**src/rtl/cks_pkg.sv**
```systemverilog
// Shared types for the differential clock stop controller.
package cks_pkg;
    // Registered drive state of one output pair.
    typedef struct packed {
        logic t;   // true output
        logic c;   // complement output
        logic en;  // complement drive-enable
    } cks_drive_t;
endpackage

```
**src/rtl/cks_phase_gen.sv**
```systemverilog
// Output phase generator.
// Toggles once per source clock, so every pair runs at half the source rate.
// phase_q == 1 means the next edge is a falling edge of the true output,
// which is a rising edge of the complement phase.
// Assumes a synchronous active-low reset.
module cks_phase_gen (
    input  logic clk,
    input  logic rst_n,
    output logic phase_q
);
    // Free-running divide-by-two toggle.
    always_ff @(posedge clk) begin
        if (!rst_n) phase_q <= 1'b0;
        else        phase_q <= ~phase_q;
    end
endmodule

```
**src/rtl/cks_req_sync.sv**
```systemverilog
// Stop request synchronizer.
// Shifts the inverted active-low request through STAGES registers.
// The registers advance only on complement-phase rising edges.
// stop_full: every stage has seen the request (used to enter the parked state).
// stop_live: the newest stage still sees it (used to hold the parked state).
// Assumes STAGES >= 2.
module cks_req_sync #(
    parameter int STAGES = 2
) (
    input  logic clk,
    input  logic rst_n,
    input  logic phase_q,
    input  logic stop_req_n,
    output logic stop_full,
    output logic stop_live
);
    localparam int TOP = STAGES - 1;

    logic [TOP:0] st_q;

    // Advance the chain on complement rising edges only.
    always_ff @(posedge clk) begin
        if (!rst_n)       st_q <= '0;
        else if (phase_q) st_q <= {st_q[TOP-1:0], ~stop_req_n};
    end

    assign stop_full = &st_q;
    assign stop_live = st_q[0];


    sync_hold_chk: assert property (@(posedge clk) disable iff (!rst_n)
        !phase_q |=> $stable(st_q));


    sync_depth_chk: assert property (@(posedge clk) disable iff (!rst_n)
        $rose(st_q[TOP]) |-> $past(st_q[TOP-1]));
endmodule

```
**src/rtl/cks_pair_gate.sv**
```systemverilog
// Gate for one output pair.
// Decides whether the pair is parked, on park-slot edges only. These are the
// edges where the true output rises anyway, so the gating never cuts a pulse.
// A parked pair holds true high and complement low, with drive-enable off.
// Assumes phase_q comes from cks_phase_gen and stop_full/stop_live from
// cks_req_sync.
module cks_pair_gate
    import cks_pkg::*;
(
    input  logic       clk,
    input  logic       rst_n,
    input  logic       phase_q,
    input  logic       stoppable,
    input  logic       stop_full,
    input  logic       stop_live,
    output cks_drive_t drive_o
);
    logic stopped_q;
    logic stopped_nxt;
    logic park_slot;
    logic t_q;
    logic c_q;

    assign park_slot = ~phase_q;

    // Next park state: it can change only on a park slot.
    always_comb begin
        stopped_nxt = stopped_q;
        if (park_slot)
            stopped_nxt = stoppable & stop_live & (stop_full | stopped_q);
    end

    // Park state register.
    always_ff @(posedge clk) begin
        if (!rst_n) stopped_q <= 1'b0;
        else        stopped_q <= stopped_nxt;
    end

    // Registered outputs: follow the phase, or hold the parked levels.
    always_ff @(posedge clk) begin
        if (!rst_n) begin
            t_q <= 1'b0;
            c_q <= 1'b1;
        end else begin
            t_q <= ~phase_q | stopped_nxt;
            c_q <= phase_q & ~stopped_nxt;
        end
    end

    assign drive_o = '{t: t_q, c: c_q, en: ~stopped_q};


    park_state_chk: assert property (@(posedge clk) disable iff (!rst_n)
        stopped_q |-> (t_q && !c_q));


    comp_pair_chk: assert property (@(posedge clk) disable iff (!rst_n)
        !stopped_q |-> (t_q != c_q));


    low_width_chk: assert property (@(posedge clk) disable iff (!rst_n)
        $fell(t_q) |=> t_q);


    free_run_chk: assert property (@(posedge clk) disable iff (!rst_n)
        (!stoppable && !$past(stoppable) && !$past(stoppable, 2)) |-> !stopped_q);


    park_entry_chk: assert property (@(posedge clk) disable iff (!rst_n)
        $rose(stopped_q) |-> $past(stop_full));


    release_chk: assert property (@(posedge clk) disable iff (!rst_n)
        (stopped_q && !stop_live && !phase_q) |=> !stopped_q);
endmodule

```
**src/rtl/cks_stop_ctrl.sv**
```systemverilog
// Synchronous differential clock stop controller (top).
// One phase generator and one request synchronizer are shared by all
// NUM_PAIRS pair gates. Each pair gate has its own stoppable mask bit.
// Assumes clk is the source clock and rst_n a synchronous active-low reset.
module cks_stop_ctrl
    import cks_pkg::*;
#(
    parameter int NUM_PAIRS   = 4,
    parameter int SYNC_STAGES = 2
) (
    input  logic                 clk,
    input  logic                 rst_n,
    input  logic                 stop_req_n,
    input  logic [NUM_PAIRS-1:0] stoppable_mask,
    output logic [NUM_PAIRS-1:0] clk_t_o,
    output logic [NUM_PAIRS-1:0] clk_c_o,
    output logic [NUM_PAIRS-1:0] clk_c_oe
);
    localparam int LAST_PAIR = NUM_PAIRS - 1;

    logic phase_q;
    logic stop_full;
    logic stop_live;
    cks_drive_t drive [LAST_PAIR:0];

    cks_phase_gen u_phase (
        .clk     (clk),
        .rst_n   (rst_n),
        .phase_q (phase_q)
    );

    cks_req_sync #(.STAGES(SYNC_STAGES)) u_sync (
        .clk        (clk),
        .rst_n      (rst_n),
        .phase_q    (phase_q),
        .stop_req_n (stop_req_n),
        .stop_full  (stop_full),
        .stop_live  (stop_live)
    );

    // One gate per output pair.
    for (genvar i = 0; i <= LAST_PAIR; i++) begin : g_pair
        cks_pair_gate u_gate (
            .clk       (clk),
            .rst_n     (rst_n),
            .phase_q   (phase_q),
            .stoppable (stoppable_mask[i]),
            .stop_full (stop_full),
            .stop_live (stop_live),
            .drive_o   (drive[i])
        );
        assign clk_t_o[i]  = drive[i].t;
        assign clk_c_o[i]  = drive[i].c;
        assign clk_c_oe[i] = drive[i].en;
    end
endmodule

```
**config.mk**
```make
export PLATFORM = sky130hd
export DESIGN_NAME = cks_stop_ctrl
export DESIGN_NICKNAME = d
export VERILOG_FILES = /design/src/rtl/cks_pkg.sv /design/src/rtl/cks_phase_gen.sv /design/src/rtl/cks_req_sync.sv /design/src/rtl/cks_pair_gate.sv /design/src/rtl/cks_stop_ctrl.sv
export SDC_FILE = /design/constraint.sdc
export NUM_CORES = 1
export LEC_CHECK = 0
export BUFFER_PORTS_ARGS = -buffer_cell sky130_fd_sc_hd__buf_2
export CORE_MARGIN = 1.5
export CORE_UTILIZATION = 42
export CTS_BUF_LIST = sky130_fd_sc_hd__clkbuf_16
export DETAILED_ROUTE_END_ITERATION = 10
export GPL_TIMING_DRIVEN = 0
export PLACE_DENSITY = 0.71
export SLEW_MARGIN = 20
export SYNTH_ARGS = -nofsm -noshare
export SYNTH_HDL_FRONTEND = slang
export SYNTH_HIERARCHICAL = 1
export SYNTH_SLANG_ARGS = --single-unit
```
**constraint.sdc**
```tcl
create_clock -name clk -period 1 [get_ports clk]
set_input_delay 0.2 -clock clk [delete_from_list [all_inputs] [get_ports clk]]
set_output_delay 0.2 -clock clk [all_outputs]
set_load 0.005 [all_outputs]
```
Word-level counts from Yosys, hierarchy flattened
Index checks and enable logic that the tools add are counted.

Mux-type cells: 4. Bitwise logic cells: 30. Reduce and logical (&&, ||, !) cells: 1.

Operators with widths (count): bitwise AND 1 bit (12); inverter 1 bit (10); OR 1 bit (8); two-way mux 1 bit (4); AND reduction 2 bit (1).

Flip-flop bits (word level): 15. Input port bits: 7. Output and inout port bits: 12.

Depth between registers and ports, before layout
Depth in word-level cells: 6. Depth in mapped cells: 3. Mapped depth without buffers: 3.

Hierarchy
The synthesis kept the hierarchy.

Modules (own cells, without submodules): cks_pair_gate (instances 4, cells an instance 12, area each 120.1 µm², sequential area each 60.1 µm²); cks_req_sync (instances 1, cells an instance 7, area each 76.3 µm², sequential area each 40.0 µm²); cks_phase_gen (instances 1, cells an instance 2, area each 33.8 µm², sequential area each 20.0 µm²).

Worst setup path after synthesis
OpenSTA, ideal clock, no wires.

Path type: register -> register. Start: reg u_phase.phase_q. End: reg u_sync.st_q[1]. Arrival: 0.895 ns. Data required time: 0.884 ns. Path slack: -0.012 ns. Stages on the path, launching flop included: 3. Cells stage by stage: dfxtp_1 mux2i_1 nor2b_1.

RTL lines: from (decl) (line cks_phase_gen.sv:9) `output logic phase_q`; from (signal assigned) (line cks_phase_gen.sv:14) `else phase_q <= ~phase_q;`; to (signal assigned) (line cks_req_sync.sv:24) `else if (phase_q) st_q <= {st_q[TOP-1:0], ~stop_req_n};`; to (decl) (line cks_req_sync.sv:19) `logic [TOP:0] st_q;`.

Worst setup path after layout
Start: reg g_pair[3].u_gate.t_q. End: out clk_t_o[3].

RTL lines: from (decl) (line cks_pair_gate.sv:21) `logic t_q;`; from (signal assigned) (line cks_pair_gate.sv:45) `t_q <= ~phase_q | stopped_nxt;`; to (decl) (line cks_stop_ctrl.sv:15) `output logic [NUM_PAIRS-1:0] clk_t_o,`.

No word-level cell between the ends.

==> flow_summary.yaml <==
detailed_routing:
  ant_nets: 0
  wl_met2_um: 410
  viasPerCell: 4.49
  wl_met3_um: 57
  drt-initial-drc-count: 1
  vias: 422
  drc_errors: 0
  dr.pass1.iters: 2
  met1Wirelength_um: 411
  routed_wl_um: 879
  route.detailed.wl_per_inst_um: 9.35
  highest_layer: "met3"
sta:
  fmaxAchievable_ghz: 1.04
  fin_tns_setup_ps: 0
  relSlewSlack_pct: 85.8
  drv_slew: 0
  finalHoldViolCount: 0
  final.setup_skew_ps: 0.904
  period_share_pct: 96.3
  tightest_slew_ps: 213
  rsz0062_at_grt: "false"
  setup_viol: 0
  period_minus_slack_ps: 963
synth:
  synth.avg_cell_area_um2: 10.4
  synth_most_common_cell: "dfxtp_1"
  yosysWarnings: 6
  syn_inst: 57
  ys_top_cells_by_count: "15 x dfxtp_1, 8 x a21oi_1, 8 x buf_4, 8 x inv_1"
  synth_edf_count: 0
  yosys-top-cells-area: "dfxtp_1 51%, buf_4 10%, a211oi_2 8.5%, a21oi_1 6.8%, a21o_2 5.9%"
  ys_ff_latch: 15
  seq_area_frac_synth_pct: 50.8
  synth_ff_type: "dfxtp_1"
  ys_async_sr_fraction_pct: 0
  synth_top_area_share_pct: 50.8
  syn_nets: 64
  ys_types: 13
  synth_top_cell_by_area: "dfxtp_1"
  syn_area_um2: 591
global_route:
  grt_max_degree: 21
  antenna_found_initial: 0
  first_global_vias: 299
  grt_first_pass_wirelength_um: 1200
  gr-total-overflow: 0
  grt_usage_pct: 11.7
clocking:
  clk_pin_slew_ps: 50
  clk_latency_ps: 240
  clock-sinks: 15
  post_cts_buffers: 0
  ctsHtreeMaxLevel: 1
  cts_tree: "built"
  cts_hold_buffers: 0
  cts_buffers: 3
  clockBufferDepth: 2
  cts_resized: 1
  ctsRootBufferMaster: "clkbuf_16"
placed_design:
  port_buffers: 18
  dp_hpwl_um: 611
  post_dp_cell_area_um2: 701
  gp_congestion: 0.700
die:
  die_w_um: 40.5
  core_area_mm2: 0.00130
  std_cell_rows: 13
  die_h_um: 40.5
  io_pins: 19
  start_util_pct: 45.4
  die-area_mm2: 0.00164
setup_path:
  cp-end-kind: "primary output"
  critical_path_class: "reg -> out"
  crit_required_ps: 800
  critPathLaunchType: "register"
  arrival_ps: 760
  path_max_fanout: 1
finish:
  layout-drive-gt1-share_pct: 58.2
  n_fill_cell: 130
  post-route-util_pct: 60.5
  syn2layout_area_growth_pct: 33.3
  finalInstanceArea_um2: 787
  nNetsFinal: 87
  n_antenna_cell: 0
status:
  status: "finished clean"
pwr:
  cellPowerDensity_mw_per_mm2: 1960
  ir_worst_vdd_mv: 1.66
  p_leak_nw: 0.360
  power.total_mw: 1.54
flow_run:
  cap_violations: 0
worst_hold_path:
  hold_class: "in -> reg"
-- path summary, 6_finish.rpt --
check / startpoint / endpoint / slack [ps] / cells after the start
hold / removal: stop_req_n / u_sync/st_q[0] / 220 / 3
setup / recovery: g_pair[3].u_gate/t_q / clk_t_o[3] / 40 / 2
hold reg to reg: register / register / 470 / 2
setup reg to reg: u_sync/st_q[0] / register / 80 / 3
-- layout make-up --
class | instances | area (µm²) | area share (%)
timing repair buffer | 18 | 90.1 | 11.4
clock inverter | 1 | 5.00 | 0.636
buffer | 8 | 60.1 | 7.63
inverter | 8 | 30.0 | 3.82
multi-input combinational | 26 | 203 | 25.8
sequential | 15 | 305 | 38.8
clock buffer | 3 | 75.1 | 9.54
tap | 15 | 18.8 | 2.38
-- layout by cell type (no fill, tap or decap) --
cell type	Yosys	routed
inv_2	0	4
dfxtp_2	0	1
nand2_1	1	1
and2_4	0	1
a211oi_2	4	4
o211a_1	1	1
inv_1	8	4
buf_2	0	18
clkbuf_16	0	3
clkinv_2	0	1
a21o_2	4	4
mux2i_1	1	1
a21oi_1	8	8
nor2b_4	1	1
buf_4	8	8
nand2b_1	4	4
dfxtp_1	15	13
dfxtp_4	0	1
nor2b_1	1	1
-- per-stage QoR --
| step | setup WS (ps) | cells | hold WS, ps |
|---|---|---|---|
| after floorplan | 91.1 | 57 | 328 |
| after global placement | -25.1 | 90 | 459 |
| after detailed placement | -54.6 | 90 | 472 |
| after CTS | 8.56 | 94 | 217 |
| after global routing | 4.65 | 94 | 246 |
| final | 37.3 | 94 | 224 |
-- logic make-up after synthesis --
group / count (synthesis) / synth area share (%)
mux: 1 / 1.69
buf+inv: 16 / 15.3
simple gates: 8 / 9.32
compound gates: 17 / 22.9
flops: 15 / 50.8
-- where the power goes --
part / internal [mW] / switching, mW
clock network: 0.532 / 0.229
registers: 0.631 / 0.0278
logic: 0.0786 / 0.0427
-- critical path, cell delays in order (launching register included) --
cell and delay [ps]:
dfxtp_1 290, buf_4 120, buf_2 110
-- metal layers --
metal	global-route usage, %	vias to the layer above
met5	0	-
met4	9.17	0
met3	5.56	0
met2	17.9	11
met1	12.2	188
li1	-	223
Power figures use the tool's default switching activity.
